**src/rtl/pfd_pkg.sv**
```systemverilog
package pfd_pkg;
  // Pending-correction flags held between rising edges
  typedef struct packed {
    logic up;
    logic dn;
  } pfd_flags_t;

  localparam int unsigned CH_REF = 0;
  localparam int unsigned CH_FB  = 1;
  localparam int unsigned N_CH   = 2;
endpackage

```
**src/rtl/pfd_rst_sync.sv**
```systemverilog
module pfd_rst_sync #(
  parameter int unsigned STAGES = 2
) (
  input  logic clk,
  input  logic rst_n_in,
  output logic rst_n_out
);
  logic [STAGES-1:0] chain_q;
  logic [STAGES-1:0] chain_d;

  always_comb begin
    chain_d = {chain_q[STAGES-2:0], 1'b1};
  end

  always_ff @(posedge clk or negedge rst_n_in) begin
    if (!rst_n_in) chain_q <= '0;
    else           chain_q <= chain_d;
  end

  assign rst_n_out = chain_q[STAGES-1];
endmodule

```
**src/rtl/pfd_edge.sv**
```systemverilog
module pfd_edge #(
  parameter int unsigned SYNC_STAGES = 2
) (
  input  logic clk,
  input  logic rst_n,
  input  logic din,
  output logic rise
);
  // SYNC_STAGES synchronizer flops followed by one history flop
  localparam int unsigned DEPTH = SYNC_STAGES + 1;

  logic [DEPTH-1:0] pipe_q;
  logic [DEPTH-1:0] pipe_d;

  always_comb begin
    pipe_d = {pipe_q[DEPTH-2:0], din};
  end

  always_ff @(posedge clk or negedge rst_n) begin
    if (!rst_n) pipe_q <= '0;
    else        pipe_q <= pipe_d;
  end

  // synchronized level is high now and was low one sample earlier
  assign rise = pipe_q[SYNC_STAGES-1] & ~pipe_q[SYNC_STAGES];
endmodule

```
**src/rtl/pfd_flags.sv**
```systemverilog
module pfd_flags
  import pfd_pkg::*;
(
  input  logic       clk,
  input  logic       rst_n,
  input  logic       rise_ref,
  input  logic       rise_fb,
  output pfd_flags_t flags
);
  pfd_flags_t flags_q;
  pfd_flags_t flags_d;
  logic       want_up;
  logic       want_dn;

  always_comb begin
    want_up = flags_q.up | rise_ref;
    want_dn = flags_q.dn | rise_fb;
    // Opposite demands cancel in the same cycle, so both flags are never held
    if (want_up && want_dn) begin
      flags_d.up = 1'b0;
      flags_d.dn = 1'b0;
    end else begin
      flags_d.up = want_up;
      flags_d.dn = want_dn;
    end
  end

  always_ff @(posedge clk or negedge rst_n) begin
    if (!rst_n) flags_q <= '0;
    else        flags_q <= flags_d;
  end

  assign flags = flags_q;
endmodule

```
**src/rtl/pfd_drive.sv**
```systemverilog
module pfd_drive
  import pfd_pkg::*;
(
  input  pfd_flags_t flags,
  output logic       drv_en,
  output logic       drv_lvl,
  output logic       phase_flag
);
  always_comb begin
    drv_en     = flags.up | flags.dn;
    drv_lvl    = flags.up;
    phase_flag = flags.up | flags.dn;
  end
endmodule

```
**src/rtl/edge_pfd.sv**
```systemverilog
module edge_pfd
  import pfd_pkg::*;
#(
  parameter int unsigned SYNC_STAGES = 2,
  parameter int unsigned RST_STAGES  = 2
) (
  input  logic clk,
  input  logic rst_n,
  input  logic ref_in,
  input  logic fb_in,
  output logic drv_en,
  output logic drv_lvl,
  output logic phase_flag
);
  logic             rst_int_n;
  logic [N_CH-1:0]  raw_in;
  logic [N_CH-1:0]  rise_vec;
  logic             rise_ref;
  logic             rise_fb;
  logic             flag_up;
  logic             flag_dn;
  pfd_flags_t       flags;

  pfd_rst_sync #(.STAGES(RST_STAGES)) u_rst (
    .clk       (clk),
    .rst_n_in  (rst_n),
    .rst_n_out (rst_int_n)
  );

  assign raw_in[CH_REF] = ref_in;
  assign raw_in[CH_FB]  = fb_in;

  for (genvar ch = 0; ch < N_CH; ch++) begin : g_edge
    pfd_edge #(.SYNC_STAGES(SYNC_STAGES)) u_edge (
      .clk   (clk),
      .rst_n (rst_int_n),
      .din   (raw_in[ch]),
      .rise  (rise_vec[ch])
    );
  end

  assign rise_ref = rise_vec[CH_REF];
  assign rise_fb  = rise_vec[CH_FB];

  pfd_flags u_flags (
    .clk      (clk),
    .rst_n    (rst_int_n),
    .rise_ref (rise_ref),
    .rise_fb  (rise_fb),
    .flags    (flags)
  );

  assign flag_up = flags.up;
  assign flag_dn = flags.dn;

  pfd_drive u_drive (
    .flags      (flags),
    .drv_en     (drv_en),
    .drv_lvl    (drv_lvl),
    .phase_flag (phase_flag)
  );
endmodule

```
**config.mk**
```make
export PLATFORM = sky130hd
export DESIGN_NAME = edge_pfd
export DESIGN_NICKNAME = d
export VERILOG_FILES = /design/src/rtl/pfd_pkg.sv /design/src/rtl/pfd_rst_sync.sv /design/src/rtl/pfd_edge.sv /design/src/rtl/pfd_flags.sv /design/src/rtl/pfd_drive.sv /design/src/rtl/edge_pfd.sv
export SDC_FILE = /design/constraint.sdc
export NUM_CORES = 1
export LEC_CHECK = 0
export BUFFER_PORTS_ARGS = -buffer_cell sky130_fd_sc_hd__buf_2
export CORE_AREA = 2 2 39 41
export CTS_BUF_LIST = sky130_fd_sc_hd__clkbuf_4
export DETAILED_ROUTE_END_ITERATION = 8
export DIE_AREA = 0 0 41 43
export SLEW_MARGIN = 40
export SYNTH_ARGS = -nofsm -noshare
export SYNTH_HDL_FRONTEND = slang
export SYNTH_HIERARCHICAL = 1
export SYNTH_SLANG_ARGS = --single-unit
```
**constraint.sdc**
```tcl
create_clock -name clk -period 2.85 [get_ports clk]
set_input_delay 0.855 -clock clk [delete_from_list [all_inputs] [get_ports clk]]
set_output_delay 0.855 -clock clk [all_outputs]
set_load 0.01 [all_outputs]
```
Yosys cells after proc, flatten, opt, wreduce, memory -nomap -nowiden
Cells that the tools add are included.
- multiplexer cells: 1
- bitwise gates (word level): 7
- reduce and logical (&&, ||, !) cells: 1
- operator list (kind ; number):
    bitwise OR 1 bit ; 3
    AND 1 bit ; 2
    two-way mux 2 bit ; 1
    inverter 1 bit ; 2
    logical AND 1 bit ; 1
- bits in registers: 10
- input bits: 4
- word-level logic and storage cells: 14

Logic depth before layout (Yosys ltp)
- word-level depth: 5
- depth in mapped cells: 3

Modules after synthesis
Netlist, hierarchy kept.
- modules (own cells, without submodules) (module ; times used ; cells an instance ; area each (um^2)):
    pfd_edge ; 2 ; 4 ; 88.8
    pfd_flags ; 1 ; 5 ; 68.8
    pfd_rst_sync ; 1 ; 3 ; 53.8
    pfd_drive ; 1 ; 3 ; 21.3

Least setup slack after synthesis
No wires, ideal clock.
- path kind: reg2out
- from: reg u_flags.flags_q, in the netlist u_flags/flags[1]
- to: out phase_flag
- data arrival time: 0.786 ns
- data required time: 1.995 ns
- path slack: 1.209 ns
- cell stages (with the launch flop): 3
- path buffers: 1
- cell sequence: dfrtp_1 or2_1 buf_4
- longest elaborated chain between the ends: 1
- ends and longest elaborated chain (what ; line ; source):
    start: declaration ; pfd_flags.sv:10 ; pfd_flags_t flags_q;
    start signal: assignment ; pfd_flags.sv:30 ; else flags_q <= flags_d;
    bitwise OR 1 bit ; -- ;
    end: declaration ; edge_pfd.sv:13 ; output logic phase_flag
Every way passes these cells.

Worst setup path in the final report
- from: reg u_flags.flags_q, in the netlist u_flags/flags[0]
- to: out phase_flag
- longest elaborated chain between the ends: 1
- ends and longest elaborated chain (what ; line ; source):
    bitwise OR 1 bit ; pfd_drive.sv:12 ; phase_flag = flags.up | flags.dn;
Every way passes these cells.

==> metrics.csv <==
metric,value,unit
status,"complete, no violations",
cts.sinks,10,
vias_per_cell,3.57,
switching_share,0.214,
hold_viol,0,
rsz0062_at_grt,no,
ys_ff_latch,10,
firstDrtPassIters,1,
ys_warn_count,6,
clkTransAtPathRegs,0.06,ns
power_density,717,nW/um^2
root_buffer,clkbuf_4,
grt_use_met2,0.0813,
setup_viol,0,
yosysUniqueCellTypes,8,
slew_violations,0,
regArea,250,um^2
yosys.area.top_type,dfrtp_1,
synth_cells,19,
drt_iter0_drc,0,
cts_tree,yes,
fin_cells,42,
switchingPower,0.0000582,W
wire_per_inst,8.88,um
final_cell_mix,"dfrtp_1 (10), buf_2 (6), clkbuf_4 (3), nor2b_4 (2)",
syn_area_per_cell,16.9,um^2
critical_path_arrival,1.01,ns
cts_made_buffers,3,
fill_cells,143,
finalCriticalPeriod,1.86,ns
drt_wl_total,373,um
finalCritPeriodShare,0.654,
dp_cells,39,
use_met1,0.0616,
power,0.000272,W
grt.busiest_layer,met2,
drive_gt1_frac,0.462,
cts.repair.resized,0,
syn_area,322,um^2
crit_type,flip-flop to primary output,
crit_path_end_kind,primary output,
overflow,0,
seq_area_frac_synth,0.778,
rows,14,
final_nets,32,
worstPathRequired,2.00,ns
grt_antenna_before_repair,0,
start_util,0.232,
area_delta_synth_final,17.9,%
grt_use_total,0.0635,
grt_pass1_wl,655,um
cp-start-kind,flip-flop,
hp-class,flip-flop to asynchronous set/reset pin,
synth_area_leaders,"dfrtp_1 (78%), nor2b_4 (8.6%), buf_4 (4.7%)",
portBuffers,6,
synth_fp_nets,23,
p_int,0.000214,W
first_global_vias,153,
drv_cap,0,
vdd_drop_max,0.000244,V
cp_max_fo,2,
clock_latency,0.25,ns
cts_hold_buf,0,
grt_start_max_net_pins,9,
power.leakage,0.185,nW
boundaryPins,7,
cts_buffer_depth,2,
seqPwrFrac,0.587,
core,1380,um^2
p_comb_frac,0.093,
vias,150,
drt_drc_violations_left,0,
dp_hpwl,314,um
n_antenna_cell,0,
fmax,0.537,GHz
die-area,1760,um^2
skew,0.00382,ns
multi_input_area,56.3,um^2
h-tree-depth,1,
setup_tns,0,ns
netlist.area_leader.share,0.778,
dieWidth,41,um
die_y,43,um
ant_nets,0,
globalRouteMet3Util,0.0471,
power.share.clock,0.320,
final_common_cell,dfrtp_1,
globalplace.congestion,0.578,
postCtsSetupRepairBufs,0,
-- power by group through the flow --
stage               clock (W)  combinational (W)  sequential (W)
floorplan                   0          0.0000219        0.000161
global placement            0          0.0000252        0.000161
detailed placement          0          0.0000259        0.000163
CTS                 0.0000911          0.0000259        0.000160
global route         0.000100          0.0000283        0.000162
finish              0.0000870          0.0000252        0.000160
-- cell usage after synthesis --
master   instances
nor3_1           1
or2_1            1
dfrtp_1         10
buf_4            2
nor2_2           1
conb_1           1
o21a_1           1
nor2b_4          2
-- registers in the layout (all words and copies together) (netlist names) --
signal,count
u_rst/chain_q,2
g_edge.u_edge/pipe_q,6
u_flags/flags,2
-- routing by layer --
metal	vias to the layer above	wire length (um)
li1	72	-
met1	71	142
met2	7	191
met3	0	38
met4	0	0
met5	-	0
-- stage by stage --
step	hold WS, ns	instance area [um^2]	worst slack, ns	util
2_1_floorplan	0.0946	322	1.21	-
3_3_place_gp	0.104	357	1.27	0.258
3_5_place_dp	0.134	357	1.25	0.258
4_1_cts	0.135	379	0.967	0.274
5_1_grt	0.153	379	0.927	0.274
6_report	0.117	379	0.986	0.274
-- worst max-delay path, stage by stage, from the launching register on --
cell     delay (ns)
dfrtp_1        0.39
or2_1          0.23
buf_2          0.14
-- final timing paths --
kind / slack (ns) / end / from / cells past startpoint
max: 0.99 / phase_flag / u_flags/flags[0] / 2
min: 0.12 / u_flags/flags[1] / u_rst/chain_q[1] / 0
max reg2reg: 2.04 / u_flags/flags[1] / g_edge[1].u_edge/pipe_q[1] / 3
min reg2reg: 0.12 / u_flags/flags[1] / u_rst/chain_q[1] / 0
max in group asynchronous: 2.38 / u_rst/chain_q[0] / rst_n / 1
min in group clk: 0.35 / g_edge[1].u_edge/pipe_q[1] / g_edge[1].u_edge/pipe_q[0] / 0
-- cells by family after synthesis --
group / share of synthesized area
buf+inv: 0.0467
compound gates: 0.0234
other cells: 0.0117
simple gates: 0.140
flops: 0.778
-- final cells by class --
cell class | instances | area share
flip-flops and latches | 10 | 0.660
multi-input cells | 7 | 0.149
repair buffers | 6 | 0.0792
clock buffers | 3 | 0.0594
well taps | 16 | 0.0528
Note: power is estimated with default switching activity, not from simulation.
